File: src/rtl/hp_cmd_pkg.sv
// Package: shared encodings and the per-slot status layout for the hot-plug
// command engine. It assumes that every field decoded by software sits at
// the bit position given here.
package hp_cmd_pkg;

    localparam int STS_W = 9;
    localparam int EVT_W = 3;

    // Requested and current slot states.
    localparam logic [1:0] ST_NOCHG    = 2'd0;
    localparam logic [1:0] ST_PWRONLY  = 2'd1;
    localparam logic [1:0] ST_ENABLED  = 2'd2;
    localparam logic [1:0] ST_DISABLED = 2'd3;

    // Indicator encodings.
    localparam logic [1:0] LED_NOCHG = 2'd0;
    localparam logic [1:0] LED_ON    = 2'd1;
    localparam logic [1:0] LED_OFF   = 2'd3;

    localparam logic [1:0] PRES_EMPTY = 2'b11;
    localparam logic [1:0] PRES_LOW   = 2'b00;

    // Event bit positions.
    localparam int EVT_PRES = 0;
    localparam int EVT_BTN  = 1;
    localparam int EVT_MRL  = 2;

    typedef struct packed {
        logic [1:0] pres;
        logic       mrl_open;
        logic [1:0] attn;
        logic [1:0] pwr;
        logic [1:0] state;
    } slot_sts_t;

    typedef enum logic [2:0] {
        OP_SLOT,
        OP_SPEED,
        OP_PWR_ALL,
        OP_EN_ALL,
        OP_BAD
    } cmd_op_e;

endpackage

File: src/rtl/hp_cmd_decode.sv
// Module: combinational decoder for the command code byte. It splits the
// code into an operation type and the three request fields of a single-slot
// command. It assumes that the caller qualifies the result with the write
// strobe.
module hp_cmd_decode
    import hp_cmd_pkg::*;
(
    input  logic [7:0] code,
    output cmd_op_e    op,
    output logic [1:0] req_state,
    output logic [1:0] req_pwr,
    output logic [1:0] req_attn,
    output logic [2:0] speed
);

    // Classify the code into one of the five operation types.
    always_comb begin
        if (code[7:6] == 2'b00)         op = OP_SLOT;
        else if (code[7:3] == 5'b01000) op = OP_SPEED;
        else if (code == 8'h48)         op = OP_PWR_ALL;
        else if (code == 8'h49)         op = OP_EN_ALL;
        else                            op = OP_BAD;
    end

    // Extract the fields of a single-slot command and the speed value.
    always_comb begin
        req_state = code[1:0];
        req_pwr   = code[3:2];
        req_attn  = code[5:4];
        speed     = code[2:0];
    end

endmodule

File: src/rtl/hp_slot_reg.sv
// Module: status and event registers of one slot, with the legal-transition
// rules. The parent raises 'apply' only for a request it has already
// validated: the target is in range, and it is not power-only on an enabled
// slot.
module hp_slot_reg
    import hp_cmd_pkg::*;
(
    input  logic       clk,
    input  logic       rst_n,
    input  logic       init_present,
    input  logic       apply,
    input  logic [1:0] req_state,
    input  logic [1:0] req_pwr,
    input  logic [1:0] req_attn,
    output slot_sts_t  sts,
    output logic [EVT_W-1:0] evt
);

    slot_sts_t        sts_nx;
    logic [EVT_W-1:0] evt_nx;
    logic             go_on;
    logic             go_off;

    // Compute the next status: LED overwrite, transition table, removal.
    always_comb begin
        sts_nx = sts;
        evt_nx = evt;
        go_on  = (sts.state == ST_DISABLED) &&
                 (req_state == ST_PWRONLY || req_state == ST_ENABLED);
        go_off = (sts.state == ST_ENABLED || sts.state == ST_PWRONLY) &&
                 (req_state == ST_DISABLED);
        if (apply) begin
            if (req_pwr != LED_NOCHG)  sts_nx.pwr  = req_pwr;
            if (req_attn != LED_NOCHG) sts_nx.attn = req_attn;
            if (go_on || go_off)       sts_nx.state = req_state;
            if (go_off && sts_nx.pwr == LED_OFF) begin
                sts_nx.mrl_open = 1'b1;
                sts_nx.pres     = PRES_EMPTY;
                evt_nx[EVT_PRES] = 1'b1;
                evt_nx[EVT_BTN]  = 1'b1;
                evt_nx[EVT_MRL]  = 1'b1;
            end
        end
    end

    // Register the slot, loading the occupancy strap while reset is held.
    always_ff @(posedge clk) begin
        if (!rst_n) begin
            sts.state    <= init_present ? ST_ENABLED : ST_DISABLED;
            sts.pwr      <= init_present ? LED_ON : LED_OFF;
            sts.attn     <= LED_NOCHG;
            sts.mrl_open <= !init_present;
            sts.pres     <= init_present ? PRES_LOW : PRES_EMPTY;
            evt          <= '0;
        end else begin
            sts <= sts_nx;
            evt <= evt_nx;
        end
    end

    // an enabled slot never drops straight to power-only.
    assert_no_enabled_to_pwronly_R6: assert property (
        @(posedge clk) disable iff (!rst_n)
        ($past(sts.state) == ST_ENABLED) |-> (sts.state != ST_PWRONLY));

    // a disable with the power LED off leaves an emptied slot behind.
    assert_empty_on_removal_R7: assert property (
        @(posedge clk) disable iff (!rst_n)
        ($past(apply) && ($past(sts.state) == ST_ENABLED ||
                          $past(sts.state) == ST_PWRONLY) &&
         sts.state == ST_DISABLED && sts.pwr == LED_OFF)
        |-> (sts.mrl_open && sts.pres == PRES_EMPTY && evt == 3'b111));

endmodule

File: src/rtl/hp_cmd_engine.sv
// Module: hot-plug command engine top level. It validates each command,
// steers per-slot requests into the slot registers and reports the outcome.
// It assumes that cmd_wr is high for exactly the cycle of a software write to
// the code or target byte, and that NSLOTS is between 1 and 31.
module hp_cmd_engine
    import hp_cmd_pkg::*;
#(
    parameter int NSLOTS = 4
) (
    input  logic                    clk,
    input  logic                    rst_n,
    input  logic [NSLOTS-1:0]       init_present,
    input  logic                    cmd_wr,
    input  logic [7:0]              cmd_code,
    input  logic [7:0]              cmd_target,
    input  logic                    cmd_det_clr,
    output logic [3:0]              cmd_status,
    output logic                    cmd_detected,
    output logic [NSLOTS*STS_W-1:0] slot_status,
    output logic [NSLOTS*EVT_W-1:0] slot_events
);

    localparam int TGT_W = 5;

    cmd_op_e          op;
    logic [1:0]       dec_state, dec_pwr, dec_attn;
    logic [2:0]       dec_speed;
    logic [TGT_W-1:0] tgt;
    logic             unused_tgt_hi;
    logic             tgt_ok;
    logic [1:0]       tgt_state;
    logic             any_en;
    logic             inv_cmd, inv_mode;
    logic [NSLOTS-1:0] apply;
    logic [1:0]       rq_st [NSLOTS];
    logic [1:0]       rq_pw [NSLOTS];
    logic [1:0]       rq_at [NSLOTS];
    slot_sts_t        sts   [NSLOTS];
    logic [2*NSLOTS-1:0] st_vec;

    hp_cmd_decode u_dec (
        .code      (cmd_code),
        .op        (op),
        .req_state (dec_state),
        .req_pwr   (dec_pwr),
        .req_attn  (dec_attn),
        .speed     (dec_speed)
    );

    assign tgt           = cmd_target[TGT_W-1:0];
    assign unused_tgt_hi = ^cmd_target[7:TGT_W];
    assign tgt_ok        = (tgt != '0) && (int'(tgt) <= NSLOTS);

    // Look up the addressed slot's state and check whether any slot is enabled.
    always_comb begin
        tgt_state = ST_NOCHG;
        any_en    = 1'b0;
        for (int i = 0; i < NSLOTS; i++) begin
            if (int'(tgt) == i + 1) tgt_state = sts[i].state;
            if (sts[i].state == ST_ENABLED) any_en = 1'b1;
        end
    end

    // Validate the command and build the per-slot requests.
    always_comb begin
        apply    = '0;
        inv_cmd  = 1'b0;
        inv_mode = 1'b0;
        for (int i = 0; i < NSLOTS; i++) begin
            rq_st[i] = dec_state;
            rq_pw[i] = dec_pwr;
            rq_at[i] = dec_attn;
        end
        if (cmd_wr) begin
            case (op)
                OP_SLOT: begin
                    if (!tgt_ok) inv_cmd = 1'b1;
                    else if (tgt_state == ST_ENABLED && dec_state == ST_PWRONLY)
                        inv_cmd = 1'b1;
                    else
                        for (int i = 0; i < NSLOTS; i++)
                            if (int'(tgt) == i + 1) apply[i] = 1'b1;
                end
                OP_SPEED: begin
                    if (dec_speed != 3'd0) inv_mode = 1'b1;
                end
                OP_PWR_ALL, OP_EN_ALL: begin
                    if (any_en) inv_cmd = 1'b1;
                    else begin
                        for (int i = 0; i < NSLOTS; i++) begin
                            apply[i] = 1'b1;
                            rq_at[i] = LED_NOCHG;
                            if (!sts[i].mrl_open) begin
                                rq_st[i] = (op == OP_PWR_ALL) ? ST_PWRONLY : ST_ENABLED;
                                rq_pw[i] = LED_ON;
                            end else begin
                                rq_st[i] = ST_NOCHG;
                                rq_pw[i] = LED_OFF;
                            end
                        end
                    end
                end
                default: inv_cmd = 1'b1;
            endcase
        end
    end

    generate
        for (genvar g = 0; g < NSLOTS; g++) begin : g_slot
            hp_slot_reg u_slot (
                .clk          (clk),
                .rst_n        (rst_n),
                .init_present (init_present[g]),
                .apply        (apply[g]),
                .req_state    (rq_st[g]),
                .req_pwr      (rq_pw[g]),
                .req_attn     (rq_at[g]),
                .sts          (sts[g]),
                .evt          (slot_events[g*EVT_W +: EVT_W])
            );
            assign slot_status[g*STS_W +: STS_W] = sts[g];
            assign st_vec[2*g +: 2]              = sts[g].state;
        end
    endgenerate

    // Replace the status word and set the detected flag on each command.
    always_ff @(posedge clk) begin
        if (!rst_n) begin
            cmd_status   <= '0;
            cmd_detected <= 1'b0;
        end else if (cmd_wr) begin
            cmd_status   <= {inv_mode, inv_cmd, 1'b0, 1'b0};
            cmd_detected <= 1'b1;
        end else if (cmd_det_clr) begin
            cmd_detected <= 1'b0;
        end
    end

    // a command always leaves the detected flag set.
    assert_detect_after_cmd_R11: assert property (
        @(posedge clk) disable iff (!rst_n)
        cmd_wr |=> cmd_detected);

    // slot states move only in the cycle after a command.
    assert_state_moves_on_cmd_R12: assert property (
        @(posedge clk) disable iff (!rst_n)
        (st_vec != $past(st_vec)) |-> $past(cmd_wr));

    // a rejected command leaves every slot state untouched.
    assert_invalid_keeps_state_R5: assert property (
        @(posedge clk) disable iff (!rst_n)
        ($past(cmd_wr) && cmd_status[2]) |-> (st_vec == $past(st_vec)));

    // a speed error never also flags an invalid command.
    assert_mode_excl_R9: assert property (
        @(posedge clk) disable iff (!rst_n)
        cmd_status[3] |-> !cmd_status[2]);

endmodule

File: config.mk
export PLATFORM = sky130hd
export DESIGN_NAME = hp_cmd_engine
export DESIGN_NICKNAME = d
export VERILOG_FILES = /design/src/rtl/hp_cmd_pkg.sv /design/src/rtl/hp_cmd_decode.sv /design/src/rtl/hp_slot_reg.sv /design/src/rtl/hp_cmd_engine.sv
export SDC_FILE = /design/constraint.sdc
export NUM_CORES = 1
export LEC_CHECK = 0
export BUFFER_PORTS_ARGS = -buffer_cell sky130_fd_sc_hd__clkbuf_2
export CAP_MARGIN = 40
export CORE_AREA = 2 2 93 95
export DETAILED_ROUTE_END_ITERATION = 16
export DIE_AREA = 0 0 95 97
export GPL_ROUTABILITY_DRIVEN = 0
export PLACE_DENSITY = 0.67
export SLEW_MARGIN = 20
export SYNTH_ARGS = -nofsm -noshare
export SYNTH_HDL_FRONTEND = slang
export SYNTH_SLANG_ARGS = --single-unit
File: constraint.sdc
create_clock -name clk -period 2.6 [get_ports clk]
set_input_delay 0 -clock clk [delete_from_list [all_inputs] [get_ports clk]]
set_output_delay 0 -clock clk [all_outputs]
set_load 0.005 [all_outputs]
Word-level counts from Yosys, hierarchy flattened
Index checks and enable logic that the tools add are counted.

Register bits: 43. Bits of input ports: 24. Output and inout port bits: 53. Logic and storage cells: 226.

Order comparisons: 1. Eq/ne operators: 52. Mux-type cells: 87. Reductions and logical operators: 60.

Operators with widths (count): 2-to-1 mux 2 bit (37); 2-to-1 mux 8 bit (9); 2-to-1 mux 9 bit (8); == test 2 bit, second input constant (21); AND reduction 2 bit (16); 2-to-1 mux 3 bit (8); inequality test 2 x 1 -> 1 bit, second input constant (12); 2-to-1 mux 1 bit (19); == test 2 x 1 -> 1 bit, second input constant (9); nonzero test 2 bit (9); == test 8 x 7 -> 1 bit, second input constant (2); 2-to-1 mux 4 bit (4); logical AND 1 bit (14); logical OR 1 bit (12); == test 5 x 3 -> 1 bit, second input constant (2); == test 5 x 4 -> 1 bit, second input constant (2); one-hot mux 4 bit (2 select lines) (1); == test 3 x 2 -> 1 bit, second input constant (2); == test 5 x 2 -> 1 bit, second input constant (1); <= comparator 5 x 3 -> 1 bit, second input constant (1); nonzero test 5 bit (1); zero test 1 bit (4); == test 3 x 1 -> 1 bit, second input constant (1); zero test 3 bit (1); 4 further kinds (4).

Longest topological paths before layout
Gate-level depths: netlist (run 1).

Depth after elaboration: 18. Depth in mapped cells: 13. Depth with buffers taken out: 11.

Cells and area by module
A second synthesis (run 1) with hierarchy kept.

Cell total of the unflattened synthesis: 260. Area total of the unflattened synthesis: 2371.0 µm².

Modules (own cells, without submodules): hp_slot_reg (instances 4, cells an instance 42, area each 407.9 µm², seq. area each 210.2 µm²); hp_cmd_engine (instances 1, cells an instance 75, area each 608.1 µm², seq. area each 60.1 µm²); hp_cmd_decode (instances 1, cells an instance 17, area each 131.4 µm², seq. area each 0.0 µm²).

Least setup slack after synthesis (run 1)
No wires, ideal clock.

Path type: reg2reg. Start point: reg g_slot[0].u_slot.sts[0] (netlist name). End point: reg g_slot[1].u_slot.sts[7] (netlist name). Library setup time: 0.310 ns. Data arrival time: 2.389 ns. Data required time: 2.290 ns. Slack: -0.099 ns. Stages on the path, launching flop included: 14. Path buffers: 2. Clock period less this slack: 2.699 ns. Cell sequence: edfxtp_1 inv_1 ha_1 nor4_1 and4_1 buf_2 buf_2 nand2_1 o21bai_1 ha_1 nand2b_1 a21oi_1 o21ai_0 o21ai_0.

Cells in the longest elaborated chain, start to end: 15. Elaborated cells between the ends (all ways): 32. Classes of those cells: 6 x eq/ne; 21 x mux; 5 x reduce/logical.

RTL lines: == test 2 bit (line hp_cmd_engine.sv:60) `if (sts[i].state == ST_ENABLED) any_en = 1'b1;`; 2-to-1 mux 1 bit (4 in a row) (line hp_cmd_engine.sv:60); 2-to-1 mux 8 bit (line hp_cmd_engine.sv:88) `if (any_en) inv_cmd = 1'b1;`; 2-to-1 mux 8 bit (line hp_cmd_engine.sv:75) `case (op)`; 2-to-1 mux 8 bit (line hp_cmd_engine.sv:74) `if (cmd_wr) begin`; nonzero test 2 bit (line hp_slot_reg.sv:33) `if (req_pwr != LED_NOCHG) sts_nx.pwr = req_pwr;`; 2-to-1 mux 2 bit (line hp_slot_reg.sv:33); 2-to-1 mux 2 bit (line hp_slot_reg.sv:32) `if (apply) begin`; == test 2 bit (line hp_slot_reg.sv:36) `if (go_off && sts_nx.pwr == LED_OFF) begin`; logical AND 1 bit (line hp_slot_reg.sv:36); inequality test 2 x 1 -> 1 bit (no line); AND reduction 2 bit (no line) (*).

Every way passes the cells marked *; elsewhere a longest branch is shown, timed or not. The select of a mux whose other input is x is not followed. A chain may end at the register's enable or synchronous reset.

Worst setup path in the final report (run 1)
Start point: reg g_slot[2].u_slot.sts[1] (netlist name). End point: reg g_slot[0].u_slot.sts[7] (netlist name).

Cells in the longest elaborated chain, start to end: 13. Elaborated cells between the ends (all ways): 28. Classes of those cells: 6 x eq/ne; 17 x mux; 5 x reduce/logical.

RTL lines (line): == test 2 bit (hp_cmd_engine.sv:60); 2-to-1 mux 1 bit (2 in a row) (hp_cmd_engine.sv:60); 2-to-1 mux 8 bit (hp_cmd_engine.sv:88); 2-to-1 mux 8 bit (hp_cmd_engine.sv:75); 2-to-1 mux 8 bit (hp_cmd_engine.sv:74); nonzero test 2 bit (hp_slot_reg.sv:33); 2-to-1 mux 2 bit (hp_slot_reg.sv:33); 2-to-1 mux 2 bit (hp_slot_reg.sv:32); == test 2 bit (hp_slot_reg.sv:36); logical AND 1 bit (hp_slot_reg.sv:36); inequality test 2 x 1 -> 1 bit (no line); AND reduction 2 bit (no line) (*).

Marks and branches as above.

==> flow_metrics.env, run 1 <==
export IMPL_status="complete, but fails checks"
export IMPL_violations="negative setup slack"
export IMPL_drt_pass1_iter_count=4
export IMPL_reg2reg_from="g_slot[2].u_slot.sts[1]"
export IMPL_drt_initial_drc_count=124
export IMPL_io_pins=77
export IMPL_fin_util=0.398
export IMPL_cts_buffers=5
export IMPL_clkTransAtPathRegs_ps=80
export IMPL_row_count=33
export IMPL_drv_cap=0
export IMPL_clk_latency_ps=290
export IMPL_port_buffers=71
export IMPL_clockRootBuffer="clkbuf_8"
export IMPL_final_nets=396
export IMPL_leakage_nw=1.34
export IMPL_drv_slew=0
export IMPL_wl_um=7410
export IMPL_ys_seq_elements=35
export IMPL_finalSetupViolations=1
export IMPL_grt_max_degree=43
export IMPL_cts_sinks=35
export IMPL_start_util=0.312
export IMPL_cts_tree="yes"
export IMPL_areaGrowthSynthToFinish_pct=27.6
export IMPL_fin_tns_setup_ps=-54.1
export IMPL_crit_top_cell="ha_2"
export IMPL_via_count=2501
export IMPL_relSlewSlack=0.637
export IMPL_fmax_mhz=377
export IMPL_crit_chain="ha_2 -> nor4_4 -> nand4_1 -> buf_6 -> nor2_4 -> o21a_1 -> ha_2 -> nand2b_1 -> a21oi_2 -> buf_4 -> a31oi_2 -> o31ai_2"
export IMPL_grt_util_all_layers=0.163
export IMPL_whs_ps=40.7
export IMPL_placedCellCount=451
export IMPL_synth_edf_count=20
export IMPL_cp_arrival_ps=2640
export IMPL_syn_inst=286
export IMPL_dp_hpwl_um=5560
export IMPL_crit_path_max_incr_delay_ps=400
export IMPL_grt_antenna_before_repair=0
export IMPL_setup_slack_ps=-54.1
export IMPL_fp_dieH_um=97
export IMPL_clock_tree_buffer_depth=2
export IMPL_drive_above_1_share=0.377
export IMPL_synth_top_area_frac=0.237
export IMPL_hold_path_class="input pin to flop"
export IMPL_yosysWarnings=0
export IMPL_critPathMaxFanout=5
export IMPL_die_area_um2=9220
export IMPL_grt_setup_unrepaired="true"
export IMPL_wire_per_inst_um=15.9
export IMPL_netlist_area_um2=2540
export IMPL_stdcell_count=466
export IMPL_cp_end_kind="flop"
export IMPL_holdCritStartpoint="init_present[2]"
export IMPL_grt_first_pass_wirelength_um=11900
export IMPL_drc=0
export IMPL_tightest_slew_ps=537
export IMPL_gr_total_overflow=0
export IMPL_p_per_area_nw_per_um2=426
export IMPL_ys_flop_type="edfxtp_1"
export IMPL_cp_startpoint="g_slot[2].u_slot.sts[1]"
export IMPL_core_um2=8130
export IMPL_criticalPathCategory="flop to flop"
export IMPL_synthTopCellsByCount="nand2_1, a21oi_1, edfxtp_1, buf_4, o21ai_0"
export IMPL_synth_top_area_cell="edfxtp_1"
export IMPL_yosys_top_cells_area="edfxtp_1, dfxtp_1, ha_1, buf_4, a21oi_1"
export IMPL_skew_ps=10.8
export IMPL_fin_crit_sh=1.02
export IMPL_synth_yosys_seq_area_share=0.355
export IMPL_start_kind="flop"
export IMPL_fillCellCount=829
export IMPL_avgSynthCellArea_um2=8.88
export IMPL_cp_required_ps=2580
export IMPL_grt_pass1_vias=2414
export IMPL_async_flop_share=0
export IMPL_h_tree_depth=2
export IMPL_vias_per_cell=5.37
export IMPL_ys_types=62
export IMPL_power_mw=1.38
export IMPL_critPathSlowestCell="edfxtp_1"
export IMPL_antenna_cells=0
export IMPL_yosysMostFrequentCell="nand2_1"
export IMPL_finalHoldViolCount=0
export IMPL_vdd_ir_drop_max_uv=224
export IMPL_fin_crit_ps=2650
export IMPL_route_antenna_remaining_nets=0
export IMPL_fp_dieW_um=95
==> where the power goes <==
part           switching (mW)  total [mW]  internal [mW]
combinational           0.155       0.277          0.122
clock                   0.220       0.467          0.247
sequential             0.0226       0.636          0.613
==> final cells by class <==
type / instances / area (µm²) / share of cell area
Clock buffer: 6 / 93.8 / 0.0290
Clock inverter: 2 / 13.8 / 0.00425
Inverter: 12 / 45.0 / 0.0139
Multi-Input combinational cell: 206 / 1470 / 0.455
Sequential cell: 35 / 901 / 0.278
Tap cell: 105 / 131 / 0.0406
Timing Repair Buffer: 100 / 579 / 0.179
==> sequential cells by signal, indices dropped and copies added (netlist names) <==
register	count
g_slot.u_slot.sts	28
cmd_detected	1
g_slot.u_slot.evt	4
cmd_status	2
==> cell families after synthesis <==
group / after synthesis / synth area share
DFF: 35 / 0.355
muxes: 1 / 0.00394
AOI/OAI and AO/OA: 97 / 0.261
and+or+nand+nor: 94 / 0.221
adders and majority gates: 12 / 0.0591
buffers and inverters: 46 / 0.0986
other: 1 / 0.00148
==> stage by stage <==
| step | instance area (µm²) | setup slack, ps |
|---|---|---|
| final | 3240 | -54.1 |
| after global routing | 3240 | -205 |
| after CTS | 3160 | 2.87 |
| after detailed placement | 3000 | -34.2 |
| after global placement | 3000 | 69.4 |
| after floorplan | 2550 | 3.65 |
==> final timing paths <==
kind	end	slack, ps	cells after the start
setup reg to reg	g_slot[0].u_slot.sts[7]	-50	12
hold / removal	g_slot[2].u_slot.sts[3]	40	2
setup / recovery	g_slot[0].u_slot.sts[7]	-50	12
hold reg to reg	cmd_detected	490	2
==> worst max-delay path: cells and delay by family, from the launching register on <==
kind            cells  cell delay [ps]
buf+inv             2              370
simple gates        4              740
fa+ha+maj           2              370
compound gates      4              460
flops               1              400
==> timing repair <==
item	4_1_cts	5_1_grt
endpoints found under the hold margin	1	0
pin swaps	4	7
endpoints found under the setup margin	10	16
buffers inserted	2	4
hold buffers	1	0
resized for setup	12	17
==> layer usage <==
metal / share of wire / vias up / wire length [µm] / global-route usage
met1: 0.43 / 1200 / 3160 / 0.210
met4: 0.017 / 0 / 128 / 0.0535
li1: - / 1201 / - / -
met2: 0.51 / 89 / 3750 / 0.272
met5: 0 / - / 0 / 0
met3: 0.050 / 11 / 367 / 0.0296
==> cells in the final DEF (no fill, tap or decap), drive strengths merged, types with 4 or more instances in the layout <==
master | netlist | final
and2 | 4 | 4
dfxtp | 15 | 15
a22oi | 5 | 5
o21ai | 18 | 18
o21a | 6 | 6
nand2 | 25 | 25
a31oi | 7 | 7
edfxtp | 20 | 20
nand2b | 10 | 10
inv | 11 | 11
nor2 | 11 | 11
a21boi | 4 | 4
nor2b | 11 | 11
buf | 21 | 28
ha | 12 | 12
a21o | 4 | 4
nand3 | 6 | 6
a21oi | 23 | 23
clkbuf | 13 | 77
(Power assumes the default switching activity.)
==> run 2, diff against run 1 <==
--- a/config.mk
+++ b/config.mk
@@ -7,11 +7,13 @@
 export LEC_CHECK = 0
 export BUFFER_PORTS_ARGS = -buffer_cell sky130_fd_sc_hd__clkbuf_2
 export CAP_MARGIN = 40
+export CELL_PAD_IN_SITES_DETAIL_PLACEMENT = 1
+export CELL_PAD_IN_SITES_GLOBAL_PLACEMENT = 1
 export CORE_AREA = 2 2 93 95
 export DETAILED_ROUTE_END_ITERATION = 16
 export DIE_AREA = 0 0 95 97
 export GPL_ROUTABILITY_DRIVEN = 0
-export PLACE_DENSITY = 0.67
+export PLACE_DENSITY = 0.79
 export SLEW_MARGIN = 20
 export SYNTH_ARGS = -nofsm -noshare
 export SYNTH_HDL_FRONTEND = slang
==> constraint.sdc (replaced) <==
create_clock -name clk -period 3.45 [get_ports clk]
set_input_delay 0 -clock clk [delete_from_list [all_inputs] [get_ports clk]]
set_output_delay 0 -clock clk [all_outputs]
set_load 0.005 [all_outputs]
==> flow_metrics.env, run 2 (synthesis gave the netlist of run 1 again) <==
export IMPL_cts_buffers=5
export IMPL_drc=0
export IMPL_die_area_um2=9220
export IMPL_cts_setup_buffers=0
export IMPL_port_buffers=71
export IMPL_p_comb_frac=0.155
export IMPL_cp_required_ps=3450
export IMPL_clk_latency_ps=300
export IMPL_finalSetupViolations=0
export IMPL_critical_path_top_delay_family="simple AND/OR/NAND/NOR gates"
export IMPL_drv_slew=0
export IMPL_crit_top_cell="ha_1"
export IMPL_hold_path_class="input pin to flop"
export IMPL_criticalPathCategory="flop to flop"
export IMPL_status="completed"
export IMPL_skew_ps=7.85
export IMPL_antenna_cells=0
export IMPL_p_seq_frac=0.460
export IMPL_gr_total_overflow=0
export IMPL_row_count=33
export IMPL_fin_tns_setup_ps=0
export IMPL_largest_register="g_slot.u_slot.sts"
export IMPL_critPathMaxFanout=12
export IMPL_relSlewSlack=0.424
export IMPL_top_regs="g_slot.u_slot.sts x28, g_slot.u_slot.evt x4, cmd_status x2"
export IMPL_cts_tree="yes"
export IMPL_intPower_mw=0.758
export IMPL_tightest_slew_ps=852
export IMPL_core_um2=8130
export IMPL_p_per_area_nw_per_um2=354
export IMPL_critPathSlowestCell="edfxtp_1"
export IMPL_wl_um=7810
export IMPL_start_kind="flop"
export IMPL_clock_tree_buffer_depth=2
export IMPL_crit_path_max_incr_delay_ps=480
export IMPL_dp_hpwl_um=5730
export IMPL_clockRootBuffer="clkbuf_8"
export IMPL_areaGrowthSynthToFinish_pct=17.8
export IMPL_fp_dieW_um=95
export IMPL_setup_slack_ps=329
export IMPL_fp_dieH_um=97
export IMPL_cp_end_kind="flop"
export IMPL_grt_setup_unrepaired="false"
export IMPL_route_antenna_remaining_nets=0
export IMPL_pre_cts_ws_ps=404
export IMPL_fin_crit_sh=0.905
export IMPL_final_nets=372
export IMPL_grt_pass1_vias=2444
export IMPL_finalHoldViolCount=0
export IMPL_largest_reg_flops=28
export IMPL_p_sw_frac=0.284
export IMPL_final_cell_mix="clkbuf_2, nand2_1, a21oi_1"
export IMPL_cp_arrival_ps=3120
export IMPL_crit_chain="inv_1 -> ha_1 -> nor4_1 -> nand4_1 -> buf_4 -> nor2_1 -> o21a_1 -> ha_1 -> nand2b_1 -> a21oi_1 -> o21ai_0 -> o31ai_1"
export IMPL_fillCellCount=959
export IMPL_placedCellCount=433
export IMPL_start_util=0.312
export IMPL_vdd_ir_drop_max_uv=128
export IMPL_grt_util_all_layers=0.174
export IMPL_wire_per_inst_um=17.7
export IMPL_multi_input_area_um2=1390
export IMPL_leakage_nw=1.22
export IMPL_cts_sinks=35
export IMPL_drive_above_1_share=0.279
export IMPL_cp_buffers_inverters=2
export IMPL_vias_per_cell=5.59
export IMPL_stdcell_count=442
export IMPL_h_tree_depth=2
export IMPL_fin_crit_ps=3120
export IMPL_pwr_share_clk=0.385
export IMPL_io_pins=77
export IMPL_grt_first_pass_wirelength_um=12600
export IMPL_fmax_mhz=320
export IMPL_drt_pass1_iter_count=4
export IMPL_final_common_cell="clkbuf_2"
export IMPL_ff2ff_setup_slack_ps=330
export IMPL_clkTransAtPathRegs_ps=80
export IMPL_via_count=2469
export IMPL_grt_max_degree=43
export IMPL_switchingPower_mw=0.301
export IMPL_grt_antenna_before_repair=0
export IMPL_seq_area_um2=901
export IMPL_drt_initial_drc_count=159
export IMPL_drv_cap=0
-- run 2: cell count changes in the layout (fill, tap and decap cells not counted), sizes merged --
cell | previous run | this run
buf | 28 | 4
clkinv | 3 | 1
clkbuf | 77 | 78
clkinvlp | 0 | 1
-- run 2: power by group through the flow --
stage	combinational, mW	clock, mW	sequential [mW]
floorplan	0.101	0	0.490
global placement	0.159	0	0.495
detailed placement	0.163	0	0.497
CTS	0.164	0.411	0.487
global route	0.186	0.429	0.491
finish	0.164	0.407	0.487
-- run 2: final cells by class --
cell class | instances | share of cell area
Multi-Input combinational cell | 206 | 0.465
Inverter | 12 | 0.0151
Timing Repair Buffer | 76 | 0.132
Sequential cell | 35 | 0.301
Clock buffer | 7 | 0.0397
Tap cell | 105 | 0.0439
Clock inverter | 1 | 0.00251
-- run 2: timing repair --
action                                 4_1_cts  5_1_grt
hold buffers                                 1        0
resized for setup                            0        0
endpoints found under the hold margin        1        0
-- run 2: stage by stage --
stage / hold slack [ps] / cell area [µm²] / power [mW] / utilization
floorplan: 117 / 2540 / 0.591 / -
global placement: 282 / 2850 / 0.654 / 0.351
detailed placement: 312 / 2850 / 0.659 / 0.351
CTS: 27.1 / 2990 / 1.06 / 0.368
global route: 50.7 / 2990 / 1.11 / 0.368
finish: 31.8 / 2990 / 1.06 / 0.368
-- run 2: path summary, 6_finish.rpt --
path                      startpoint                       to  cells after the start
max          g_slot[2].u_slot.sts[0]  g_slot[0].u_slot.sts[7]                     12
min                  init_present[2]  g_slot[2].u_slot.sts[3]                      2
max reg2reg  g_slot[2].u_slot.sts[0]  g_slot[0].u_slot.sts[7]                     12
min reg2reg             cmd_detected             cmd_detected                      2
-- run 2: per-layer routing --
metal / track usage / routed length, µm / up-vias
met5: 0 / 0 / -
met4: 0.0647 / 212 / 0
met3: 0.0374 / 416 / 20
met2: 0.274 / 3680 / 89
met1: 0.232 / 3500 / 1213
li1: - / - / 1147
==> run 3, diff against run 2 <==
--- a/config.mk
+++ b/config.mk
@@ -10,10 +10,11 @@
 export CELL_PAD_IN_SITES_DETAIL_PLACEMENT = 1
 export CELL_PAD_IN_SITES_GLOBAL_PLACEMENT = 1
 export CORE_AREA = 2 2 93 95
+export CTS_CLUSTER_SIZE = 30
 export DETAILED_ROUTE_END_ITERATION = 16
 export DIE_AREA = 0 0 95 97
 export GPL_ROUTABILITY_DRIVEN = 0
-export PLACE_DENSITY = 0.79
+export PLACE_DENSITY = 0.7
 export SLEW_MARGIN = 20
 export SYNTH_ARGS = -nofsm -noshare
 export SYNTH_HDL_FRONTEND = slang
==> flow_metrics.env, run 3 (synthesis gave the netlist of run 1 again) <==
export IMPL_dpl_cell_area_um2=2870
export IMPL_tightest_slew_ps=620
export IMPL_antenna_cells=0
export IMPL_fin_crit_ps=2930
export IMPL_status="completed"
export IMPL_critPathSlowestCell="edfxtp_1"
export IMPL_multi_input_area_um2=1390
export IMPL_via_count=2383
export IMPL_start_util=0.312
export IMPL_fp_dieW_um=95
export IMPL_drv_slew=0
export IMPL_vdd_ir_drop_max_uv=158
export IMPL_finalSetupViolations=0
export IMPL_route_antenna_remaining_nets=0
export IMPL_largest_register="g_slot.u_slot.sts"
export IMPL_wl_um=7760
export IMPL_fillCellCount=992
export IMPL_finalHoldViolCount=0
export IMPL_critPathMaxFanout=17
export IMPL_cts_tree="yes"
export IMPL_core_um2=8130
export IMPL_final_cell_area_um2=2970
export IMPL_clock_tree_buffer_depth=2
export IMPL_crit_path_max_incr_delay_ps=480
export IMPL_cp_required_ps=3450
export IMPL_whs_ps=38.1
export IMPL_fin_crit_sh=0.848
export IMPL_fp_dieH_um=97
export IMPL_grt_first_pass_wirelength_um=12500
export IMPL_port_buffers=71
export IMPL_cts_hold_buf=1
export IMPL_cts_repair_resized=0
export IMPL_grt_pass1_vias=2424
export IMPL_final_nets=375
export IMPL_gr_total_overflow=0
export IMPL_relSlewSlack=0.584
export IMPL_row_count=33
export IMPL_final_cell_mix="clkbuf_2, nand2_1, a21oi_1"
export IMPL_cts_setup_buffers=0
export IMPL_fin_util=0.365
export IMPL_top_regs="g_slot.u_slot.sts x28, g_slot.u_slot.evt x4, cmd_status x2"
export IMPL_clockRootBuffer="clkbuf_8"
export IMPL_seq_area_um2=901
export IMPL_clkTransAtPathRegs_ps=80
export IMPL_drt_pass1_iter_count=4
export IMPL_io_pins=77
export IMPL_fin_tns_setup_ps=0
export IMPL_hold_path_class="input pin to flop"
export IMPL_grt_max_degree=43
export IMPL_grt_setup_unrepaired="false"
export IMPL_crit_chain="ha_1 -> nor4_1 -> and4_1 -> buf_4 -> nand2_1 -> o21bai_1 -> ha_1 -> nand2b_1 -> a21oi_1 -> o21ai_0 -> o21ai_0"
export IMPL_drt_initial_drc_count=87
export IMPL_p_per_area_nw_per_um2=326
export IMPL_criticalPathCategory="flop to flop"
export IMPL_clk_latency_ps=290
export IMPL_cp_arrival_ps=2930
export IMPL_power_mw=0.970
export IMPL_grt_antenna_before_repair=0
export IMPL_wire_per_inst_um=17.4
export IMPL_vias_per_cell=5.36
export IMPL_h_tree_depth=2
export IMPL_areaGrowthSynthToFinish_pct=17.1
export IMPL_grt_util_all_layers=0.173
export IMPL_leakage_nw=1.22
export IMPL_drc=0
export IMPL_drive_above_1_share=0.285
export IMPL_skew_ps=7.28
export IMPL_final_common_cell="clkbuf_2"
export IMPL_largest_reg_flops=28
export IMPL_cts_buffers=5
export IMPL_drv_cap=0
export IMPL_fmax_mhz=342
export IMPL_dp_hpwl_um=5800
export IMPL_cp_end_kind="flop"
export IMPL_die_area_um2=9220
export IMPL_start_kind="flop"
export IMPL_cts_sinks=35
[run 3: final timing paths]
| check | from | to | slack, ps | cells after the start |
|---|---|---|---|---|
| setup reg to reg | g_slot[2].u_slot.sts[1] | g_slot[1].u_slot.sts[7] | 520 | 11 |
| hold / removal | cmd_wr | cmd_detected | 40 | 3 |
| hold reg to reg | cmd_detected | cmd_detected | 500 | 2 |
| setup / recovery | g_slot[2].u_slot.sts[1] | g_slot[1].u_slot.sts[7] | 520 | 11 |
[run 3: where the power goes]
part	switching (mW)	internal (mW)
registers	0.0224	0.462
clock network	0.175	0.141
logic	0.101	0.0676
[run 3: worst max-delay path, delay by kind of cell (launching register included)]
family,cells,cell delay (ps)
buf+inv,1,240
flops,1,480
compound gates,4,660
fa+ha+maj,2,390
simple gates,4,860
[run 3: cell type report]
| cell class | instances | share of cell area |
|---|---|---|
| clock buffers | 5 | 0.0232 |
| repair buffers | 79 | 0.140 |
| multi-input cells | 206 | 0.468 |
| flip-flops and latches | 35 | 0.303 |
| inverters | 12 | 0.0152 |
| clock inverters | 3 | 0.00632 |
| well taps | 105 | 0.0442 |
[run 3: per-layer routing]
metal / vias up / track usage / part of all wire
met5: - / 0 / 0
met4: 0 / 0.0468 / 0.014
met3: 8 / 0.0249 / 0.035
met2: 60 / 0.301 / 0.49
met1: 1165 / 0.221 / 0.46
li1: 1150 / - / -
[run 3: stage by stage]
| stage | instances | worst slack, ps |
|---|---|---|
| after detailed placement | 435 | 571 |
| after floorplan | 287 | 751 |
| final | 445 | 525 |
| after CTS | 444 | 551 |
| after global placement | 434 | 664 |
| after global routing | 445 | 227 |
